===== src/rtl/irq_ack_resolver.sv =====
module irq_ack_resolver #(
  parameter int NSRC  = 64,
  parameter int VBASE = 64
) (
  input  logic              clk,
  input  logic              rst_n,
  input  logic [NSRC-1:0]   src_pend,
  input  logic [NSRC-1:0]   src_mask,
  input  logic [3*NSRC-1:0] src_level,
  input  logic [3*NSRC-1:0] src_prio,
  input  logic              ack_rd,
  input  logic [2:0]        ack_sel,
  output logic [7:0]        ack_vec,
  output logic [7:0]        lp_cap
);
  localparam int IW = (NSRC > 1) ? $clog2(NSRC) : 1;

  logic          hit;
  logic [IW-1:0] win_idx;
  logic [5:0]    win_key;

  // Strict compare while scanning upward keeps the lowest index on ties.
  always_comb begin
    hit     = 1'b0;
    win_idx = '0;
    win_key = '0;
    for (int k = 0; k < NSRC; k++) begin
      logic [2:0] lv;
      logic [5:0] key;
      logic       ok;
      lv  = src_level[3*k +: 3];
      key = {lv, src_prio[3*k +: 3]};
      ok  = src_pend[k] && !src_mask[k] && (lv != 3'd0) &&
            ((ack_sel == 3'd0) || (lv == ack_sel));
      if (ok && (!hit || key > win_key)) begin
        hit     = 1'b1;
        win_idx = IW'(k);
        win_key = key;
      end
    end
  end

  always_ff @(posedge clk or negedge rst_n) begin
    if (!rst_n) begin
      ack_vec <= 8'h00;
      lp_cap  <= 8'h00;
    end else if (ack_rd) begin
      ack_vec <= hit ? 8'(VBASE) + 8'(win_idx) : 8'h00;
      lp_cap  <= hit ? {1'b0, win_key[5:3], 1'b0, win_key[2:0]} : 8'h00;
    end
  end

  p_empty_zero_r8: assert property (@(posedge clk) disable iff (!rst_n)
    (ack_rd && !hit) |=> (ack_vec == 8'h00 && lp_cap == 8'h00));

  p_hold_idle_r9: assert property (@(posedge clk) disable iff (!rst_n)
    !ack_rd |=> ($stable(ack_vec) && $stable(lp_cap)));

  p_cap_pairs_vec_r7: assert property (@(posedge clk) disable iff (!rst_n)
    ack_rd |=> ((ack_vec == 8'h00) == (lp_cap == 8'h00)) && !lp_cap[7] && !lp_cap[3]);

  p_level_match_r3: assert property (@(posedge clk) disable iff (!rst_n)
    (ack_rd && ack_sel != 3'd0) |=> (lp_cap == 8'h00 || lp_cap[6:4] == $past(ack_sel)));

  p_vec_range_r2: assert property (@(posedge clk) disable iff (!rst_n)
    ack_vec == 8'h00 || (ack_vec >= 8'(VBASE) && ack_vec < 8'(VBASE + NSRC)));
endmodule


===== config.mk =====
export PLATFORM = sky130hd
export DESIGN_NAME = irq_ack_resolver
export DESIGN_NICKNAME = d
export VERILOG_FILES = /design/src/rtl/irq_ack_resolver.sv
export SDC_FILE = /design/constraint.sdc
export NUM_CORES = 1
export LEC_CHECK = 0
export CAP_MARGIN = 20
export CORE_MARGIN = 2
export CORE_UTILIZATION = 31
export DETAILED_ROUTE_END_ITERATION = 8
export DONT_BUFFER_PORTS = 1
export GPL_ROUTABILITY_DRIVEN = 0
export SLEW_MARGIN = 40
export SYNTH_ARGS = -nofsm -noshare
export SYNTH_HDL_FRONTEND = slang
export SYNTH_SLANG_ARGS = --single-unit

===== constraint.sdc =====
create_clock -name clk -period 1.1 [get_ports clk]
set_input_delay 0.165 -clock clk [delete_from_list [all_inputs] [get_ports clk]]
set_output_delay 0.165 -clock clk [all_outputs]
set_load 0.01 [all_outputs]

==> key figures, run 1 <==
Power
  • Seq pwr share: 0.005
  • Pwr Density: 4170 nW/um2
  • Leak Pwr: 21.4 nW
  • Net Sw Frac: 0.458
  • Internal Pwr Total: 106 mW
  • Switching pwr: 89.5 mW
  • Peak supply drop: 2.50 mV
  • Combinational share of power: 0.991
  • Clock Power Share: 0.004

GRT
  • Total gr overflow: 0
  • Antenna violations before repair: 16
  • Largest net degree at the start of global routing: 134
  • Vias in the first global route: 37188
  • Total GRT Usage: 0.261
  • Global-route wire length before repair: 199 mm

Clock tree
  • CTS root buf: clkbuf_16
  • CTS Buf Count: 3
  • Sink Count: 13
  • Clock Latency Late Sink: 0.24 ns
  • Clk pin slew, worst setup/hold paths: 0.05 ns
  • Clock buffer depth: 2
  • H-tree lvl count: 1
  • CTS tree: built

Timing
  • Final Hold Vio Count: 0
  • Final Skew: 0 ns
  • Final worst path period share: 92.8
  • Final setup viols: 13
  • Slew HR: 0.500
  • RSZ-0062 raised after global routing: true
  • Slew @ Worst Pin: 0.747 ns
  • Max Freq: 0.00980 GHz
  • Worst setup margin: -100.98 ns
  • Final min period: 102.08 ns
  • Max Slew Vio Count: 0

Synth
  • Mean Syn Cell Area: 6.91 um2
  • Yosys Warn Count: 0
  • #FFs+latches synth: 13
  • Synth cell types: 204
  • Synth Instances: 4060
  • Number of enable flip-flop cells after synthesis: 0
  • Post-synth top flop: dfrtp_1
  • Async SR Flop Fraction: 1.00
  • Seq/Total Area, Yosys: 0.0116
  • Area of the mapped netlist: 28100 um2

Hold path
  • WHS Path Cells: 2
  • Hold EP: lp_cap[0]
  • Hold_sp: src_prio[189]
  • Worst hold path type: input port to flop

Die
  • Initial Util: 0.312
  • Die height: 305 um
  • # rows: 110
  • Io pins: 534
  • Core Region: 89900 um2
  • Die width: 305 um
  • Die area: 92900 um2

Setup path
  • CP peak stage delay: 0.55 ns
  • Cells on worst reg2reg path: 2
  • Worst Setup Start Kind: input port
  • CP max FO: 9
  • Slowest CP cell: or4_4
  • R2r endpoint: lp_cap[1]
  • R2R Path Start: lp_cap[1]
  • WS Path Type: input port to flop
  • WP data arrival: 102.20 ns
  • WP data required: 1.22 ns
  • Worst path buffer plus inverter count: 38
  • Crit end category: flop
  • Flop2flop setup slack: 0.11 ns
  • Worst path top cell family by delay: compound AO/OA/AOI/OAI gates
  • Cell mode on critical path: ha_4
  • Crit path from: src_level[1]

Job
  • Maxcap violations: 0

Outcome
  • Status: finished, violations left
  • Failing checks: setup timing

Route
  • Avg WL per Cell: 19.9 um
  • # DRC: 0
  • DRT Pass-1 Iters: 8
  • Vias post-DR: 38612
  • Vias per cell: 5.67
  • Routed WL: 135 mm
  • Routed Antenna Nets: 0
  • DR iter-0 viols: 2836

Cells and area
  • Design Area, Final: 46700 um2
  • Layout cells sized above 1: 0.510
  • P&R area growth vs syn: 66.6%
  • Filler cells: 8051
  • Nets: 6408
  • Post-Route Utilization: 0.520

Place
  • Placed Instance Area: 40000 um2
  • Detailed Place HPWL: 102 mm
  • Pre-CTS setup slack: -103.03 ns
  • PortBufs: 0
[layout make-up]
| type | count | area, um2 | share of cell area |
|---|---|---|---|
| diodes | 11 | 27.5 | 0.000589 |
| clock buffers | 3 | 75.1 | 0.00161 |
| clock inverters | 1 | 5.00 | 0.000107 |
| inverters | 358 | 1370 | 0.0294 |
| multi-input cells | 3549 | 30300 | 0.648 |
| flip-flops and latches | 13 | 325 | 0.00696 |
| well taps | 1176 | 1470 | 0.0315 |
| repair buffers | 1697 | 13200 | 0.282 |
[cells in the mapped netlist (all sizes together) (16+ instances only)]
library cell | n | area share
a31oi | 76 | 0.021
nor4 | 22 | 0.0056
o311ai | 17 | 0.0067
nand2b | 27 | 0.0064
or3 | 44 | 0.011
mux2i | 79 | 0.030
xor2 | 26 | 0.0093
a2111oi | 23 | 0.011
ha | 268 | 0.12
or2 | 48 | 0.011
mux2 | 77 | 0.032
nand2 | 462 | 0.063
a211oi | 42 | 0.013
nor3b | 52 | 0.014
o21a | 45 | 0.013
nand4 | 51 | 0.012
nand3 | 122 | 0.022
or2b | 19 | 0.0058
a21oi | 251 | 0.047
nor2 | 432 | 0.059
a21boi | 24 | 0.0078
a31o | 21 | 0.0069
nor4b | 16 | 0.0052
nor3 | 84 | 0.017
inv | 356 | 0.048
o31ai | 32 | 0.011
nor2b | 23 | 0.0051
and4 | 25 | 0.0084
o22ai | 18 | 0.0047
a222oi | 35 | 0.012
buf | 54 | 0.016
a211o | 24 | 0.0078
xnor2 | 45 | 0.015
o211a | 52 | 0.019
a21o | 78 | 0.022
o211ai | 60 | 0.019
a22oi | 36 | 0.011
and3 | 54 | 0.014
o21bai | 20 | 0.0055
and2 | 64 | 0.016
o2111ai | 18 | 0.0065
o21ai | 342 | 0.062
clkbuf | 76 | 0.020
[worst reg2reg max path, stage by stage, from the launching register on]
cell     delay, ns
dfrtp_1       0.40
a22o_2        0.27
a41o_1        0.21
[cells by family (layout without fill, tap and decap cells)]
logic type / Yosys count / count (layout) / synth area share
AND/OR/NAND/NOR: 1625 / 1626 / 0.302
adder cells (fa/ha/maj): 276 / 276 / 0.123
buffers and inverters: 502 / 2059 / 0.0900
other: 1 / 14 / 0.000134
AO/OA/AOI/OAI: 1416 / 1417 / 0.387
flip-flops: 13 / 13 / 0.0116
XOR/XNOR: 71 / 71 / 0.0242
multiplexers: 156 / 156 / 0.0624
[sequential cells by signal (all words and copies together), names as in the netlist]
name     flops
lp_cap       6
ack_vec      7
[worst max path at each step]
| stage | to | slack (ns) | cells past startpoint |
|---|---|---|---|
| floorplan | ack_vec[5] | -100.68 | 600 |
| global placement | ack_vec[5] | -101.08 | 572 |
| detailed placement | ack_vec[5] | -103.03 | 575 |
| CTS | lp_cap[1] | -98.77 | 577 |
| global route | ack_vec[5] | -105.35 | 588 |
| finish | ack_vec[5] | -100.98 | 572 |
[routing by layer]
metal,vias to the layer above,GRT usage,routed length (um)
li1,18443,-,-
met1,18210,0.305,52700
met4,6,0.117,7070
met3,441,0.0645,11700
met5,-,0,36
met2,1512,0.450,63800
[metrics by stage]
| stage | power, mW | TNS, ns | std cells | hold WS, ns |
|---|---|---|---|---|
| 2_1_floorplan | 91.6 | -1212.41 | 4062 | -0.131 |
| 3_3_place_gp | 154 | -1221.69 | 6399 | -0.129 |
| 3_5_place_dp | 158 | -1244.72 | 6399 | -0.129 |
| 4_1_cts | 177 | -1193.10 | 6671 | 0.0588 |
| 5_1_grt | 202 | -1272.06 | 6806 | 0.0551 |
| 6_report | 195 | -1219.46 | 6808 | 0.0389 |
[repair_timing]
item | CTS | global route
setup buffers | 263 | 130
gates cloned | 5 | 0
hold endpoints to repair | 13 | 0
setup endpoints to repair | 13 | 13
resized for setup | 371 | 383
pin swaps | 416 | 372
hold buffers | 1 | 0
[power groups by stage]
stage	Clock, mW	Combinational [mW]	Sequential [mW]
after floorplan	0	90.6	0.940
after global placement	0	153	0.995
after detailed placement	0	157	1.00
after CTS	0.713	175	1.00
after global routing	0.739	200	1.02
final	0.713	193	1.02
[cell usage in the layout (no fill, tap or decap), types with 22 or more instances in the layout]
cell / count
buf_4: 1631
nand2_1: 391
nor2_1: 370
inv_1: 324
o21ai_0: 164
a21oi_1: 155
ha_1: 155
nand3_1: 105
ha_4: 101
o21ai_1: 87
a21oi_2: 73
o21ai_2: 70
mux2_4: 57
nor3_1: 56
a21o_1: 55
buf_6: 50
nand4_1: 49
a31oi_1: 49
o211ai_1: 47
nor3b_1: 47
o211a_1: 46
nand2_2: 43
mux2i_1: 42
xnor2_1: 41
a222oi_1: 35
nor2_4: 33
o21a_1: 31
nor2_2: 29
or2_2: 28
and2_2: 28
nand2_4: 27
inv_2: 26
a22oi_1: 24
or3_1: 24
xor2_1: 23
a21oi_4: 23
and3_4: 22
a211oi_1: 22
Note: power is estimated with default switching activity, not from simulation.
==> run 2, diff against run 1 <==
--- a/config.mk
+++ b/config.mk
@@ -7,10 +7,12 @@
 export LEC_CHECK = 0
 export CAP_MARGIN = 20
 export CORE_MARGIN = 2
-export CORE_UTILIZATION = 31
+export CORE_UTILIZATION = 65
 export DETAILED_ROUTE_END_ITERATION = 8
 export DONT_BUFFER_PORTS = 1
 export GPL_ROUTABILITY_DRIVEN = 0
+export MAX_ROUTING_LAYER = met4
+export PLACE_DENSITY = 0.81
 export SLEW_MARGIN = 40
 export SYNTH_ARGS = -nofsm -noshare
 export SYNTH_HDL_FRONTEND = slang
==> key figures, run 2 <==
Place
  • Placed Cells: 5758 (was 6399)
  • PortBufs: 0 (unchanged)
  • Detailed Place HPWL: 112 mm (was 102 mm)

Die
  • # rows: 76 (was 110)
  • Io pins: 534 (unchanged)
  • Initial Util: 0.654 (was 0.312)
  • Die height: 212 um (was 305 um)
  • Die width: 212 um (was 305 um)

Clock tree
  • CTS Buf Count: 3 (unchanged)
  • H-tree lvl count: 1 (unchanged)
  • Sink Count: 13 (unchanged)
  • Post-CTS Repair Setup Buffers: 313 (was 263)
  • Resized Gates After CTS: 546 (was 371)
  • Post-CTS Hold Buffers: 1 (unchanged)
  • Clock buffer depth: 2 (unchanged)
  • CTS root buf: clkbuf_16 (unchanged)

Synth
  • Area leader, netlist: ha_1 (unchanged)
  • Synth Instances: 4060 (unchanged)
  • Top-count cell post-synth: nand2_1 (unchanged)
  • Number of enable flip-flop cells after synthesis: 0 (unchanged)
  • Yosys Warn Count: 0 (unchanged)
  • Async SR Flop Fraction: 1.00 (unchanged)
  • Post-synth top flop: dfrtp_1 (unchanged)
  • Synth cell types: 204 (unchanged)
  • Synth top area cells: ha_1 12%, nand2_1 6.0%, nor2_1 5.7% (unchanged)
  • Mean Syn Cell Area: 6.91 um2 (unchanged)
  • Synth cell count leaders: 452 x nand2_1, 425 x nor2_1, 354 x inv_1 (unchanged)
  • Area of the mapped netlist: 28100 um2 (unchanged)
  • Seq/Total Area, Yosys: 0.0116 (unchanged)
  • #FFs+latches synth: 13 (unchanged)
  • Post-synth top area share: 0.120 (unchanged)

Outcome
  • Stop err: [ERROR DPL-0038] Utilization greater than 100%, impossible to legalize
  • Status: aborted with a tool error (was finished, violations left)
  • Halt Stage: clock tree synthesis (4_1_cts)
## run 2: cell families after synthesis
logic type | Yosys count | synth area share
DFF | 13 | 0.0116
xor gates and xnor gates | 71 | 0.0242
muxes | 156 | 0.0624
AOI/OAI and AO/OA | 1416 | 0.387
and+or+nand+nor | 1625 | 0.302
other | 1 | 0.000134
adders and majority gates | 276 | 0.123
buffers and inverters | 502 | 0.0900
## run 2: stage by stage
stage	util	instance area (um2)	setup TNS [ns]	worst slack, ns
after floorplan	-	30000	-1212.41	-100.68
after global placement	0.906	38900	-1193.86	-98.80
after detailed placement	0.906	38900	-1294.01	-107.16
==> run 3, diff against run 2 <==
--- a/config.mk
+++ b/config.mk
@@ -7,12 +7,11 @@
 export LEC_CHECK = 0
 export CAP_MARGIN = 20
 export CORE_MARGIN = 2
-export CORE_UTILIZATION = 65
+export CORE_UTILIZATION = 40
 export DETAILED_ROUTE_END_ITERATION = 8
 export DONT_BUFFER_PORTS = 1
 export GPL_ROUTABILITY_DRIVEN = 0
-export MAX_ROUTING_LAYER = met4
-export PLACE_DENSITY = 0.81
+export PLACE_DENSITY_LB_ADDON = 0.15
 export SLEW_MARGIN = 40
 export SYNTH_ARGS = -nofsm -noshare
 export SYNTH_HDL_FRONTEND = slang
==> key figures, run 3 (same netlist as run 1, synthesis figures left out) <==
Outcome
  • Status: finished, violations left (was aborted with a tool error)
  • Failing checks: setup timing

Route
  • # DRC: 0
  • Vias per cell: 5.86
  • DR iter-0 viols: 2788
  • Routed Antenna Nets: 0
  • DRT Pass-1 Iters: 6
  • Avg WL per Cell: 19.7 um
  • Routed WL: 128 mm
  • Vias post-DR: 38060

Cells and area
  • Largest register FFs: 7
  • P&R area growth vs syn: 61.7%
  • Largest Register: ack_vec
  • Multi-input gate area: 30000 um2
  • Top Registers: ack_vec x7, lp_cap x6
  • Most common cell after layout, fill and taps aside: buf_4
  • FF/Latch Area: 325 um2
  • Layout cells sized above 1: 0.503
  • Design Area, Final: 45400 um2
  • Nets: 6343
  • Most frequent cells in the layout: 1597 x buf_4, 384 x nand2_1, 373 x nor2_1
  • Filler cells: 5925
  • Post-Route Utilization: 0.650

Die
  • Die width: 269 um (was 212 um)
  • Die area: 72300 um2
  • Io pins: 534 (unchanged)
  • Initial Util: 0.402 (was 0.654)
  • Core Region: 69800 um2
  • # rows: 97 (was 76)
  • Die height: 269 um (was 212 um)

GRT
  • Largest net degree at the start of global routing: 134
  • Global-route wire length before repair: 190 mm
  • Total gr overflow: 0
  • Antenna violations before repair: 7
  • Vias in the first global route: 35928
  • Total GRT Usage: 0.322

Timing
  • Slew @ Worst Pin: 0.706 ns
  • Max Slew Vio Count: 0
  • Final min period: 101.30 ns
  • Final Hold Vio Count: 0
  • Setup_tns: -1210.28 ns
  • RSZ-0062 raised after global routing: true
  • Max Freq: 0.00987 GHz
  • Final Skew: 0 ns
  • Slew HR: 0.528
  • Worst setup margin: -100.20 ns
  • Final setup viols: 13
  • Final worst path period share: 92.1

Hold path
  • Worst hold path type: input port to flop
  • Hold_sp: src_prio[189]
  • WHS Path Cells: 2
  • Hold EP: lp_cap[0]

Setup path
  • WP data arrival: 101.41 ns
  • Crit end category: flop
  • Cells on worst reg2reg path: 2
  • Slowest CP cell: or4b_4
  • Worst Setup Start Kind: input port
  • Flop2flop setup slack: 0.15 ns
  • CP peak stage delay: 0.50 ns
  • WP data required: 1.22 ns
  • Cell mode on critical path: ha_4
  • R2r endpoint: lp_cap[5]
  • CP max FO: 9
  • R2R Path Start: lp_cap[5]
  • WS Path Type: input port to flop

Power
  • Leak Pwr: 21.0 nW
  • Power Total: 190 mW
  • Peak supply drop: 3.11 mV
  • Pwr Density: 4200 nW/um2

Clock tree
  • CTS tree: built
  • CTS Buf Count: 3 (unchanged)
  • Sink Count: 13 (unchanged)
  • CTS root buf: clkbuf_16 (unchanged)
  • Clock buffer depth: 2 (unchanged)
  • Clk pin slew, worst setup/hold paths: 0.05 ns
  • H-tree lvl count: 1 (unchanged)
  • Clock Latency Late Sink: 0.25 ns

Place
  • Placed Instance Area: 39600 um2 (was 38900 um2)
  • PortBufs: 0 (unchanged)
  • Pre-CTS setup slack: -102.89 ns (was -107.16 ns)
  • Detailed Place HPWL: 97.7 mm (was 112 mm)

Job
  • Maxcap violations: 0
-- run 3: power by group --
| group | leakage [nW] | switching [mW] | internal (mW) |
|---|---|---|---|
| registers | 0.160 | 0.249 | 0.721 |
| clock network | 0.0382 | 0.248 | 0.493 |
| logic | 20.8 | 88.1 | 101 |
| total | 21.0 | 88.6 | 102 |
-- run 3: routing by layer --
metal | track usage | share of wire
met1 | 0.390 | 0.40
met2 | 0.573 | 0.48
met3 | 0.0598 | 0.077
met4 | 0.0938 | 0.036
met5 | 0 | 0.00042
-- run 3: repair_timing --
action,CTS,global route
gates cloned,1,0
setup buffers,229,106
pin swaps,396,280
hold endpoints to repair,13,0
setup endpoints to repair,13,13
hold buffers,1,0
resized for setup,333,335
-- run 3: area by class of cell --
| class | instances | share of cell area |
|---|---|---|
| inverter | 358 | 0.0303 |
| clock buffer | 4 | 0.00174 |
| antenna | 2 | 0.000110 |
| timing repair buffer | 1633 | 0.274 |
| tap | 940 | 0.0259 |
| multi-input combinational | 3548 | 0.661 |
| sequential | 13 | 0.00717 |
-- run 3: worst max path at each step --
stage | start | slack, ns | endpoint | depth (start not counted)
floorplan | ack_sel[1] | -100.68 | ack_vec[5] | 600
global placement | src_level[0] | -100.79 | ack_vec[5] | 562
detailed placement | src_level[0] | -102.89 | ack_vec[5] | 574
CTS | src_level[0] | -98.45 | ack_vec[5] | 575
global route | src_level[1] | -105.20 | ack_vec[5] | 593
finish | src_level[1] | -100.20 | ack_vec[5] | 578
-- run 3: through the flow --
| step | hold slack [ns] | std cells |
|---|---|---|
| 6_report | 0.0437 | 6498 |
| 5_1_grt | 0.0813 | 6498 |
| 4_1_cts | 0.0523 | 6392 |
| 3_5_place_dp | -0.130 | 6157 |
| 3_3_place_gp | -0.130 | 6157 |
| 2_1_floorplan | -0.131 | 4062 |
-- run 3: critical path, delay by kind of cell --
family | cells | cell delay (ns)
multiplexers | 42 | 11.18
buffers and inverters | 50 | 5.49
AO/OA/AOI/OAI | 258 | 44.94
XOR/XNOR | 2 | 0.34
AND/OR/NAND/NOR | 161 | 22.84
adder cells (fa/ha/maj) | 65 | 16.33
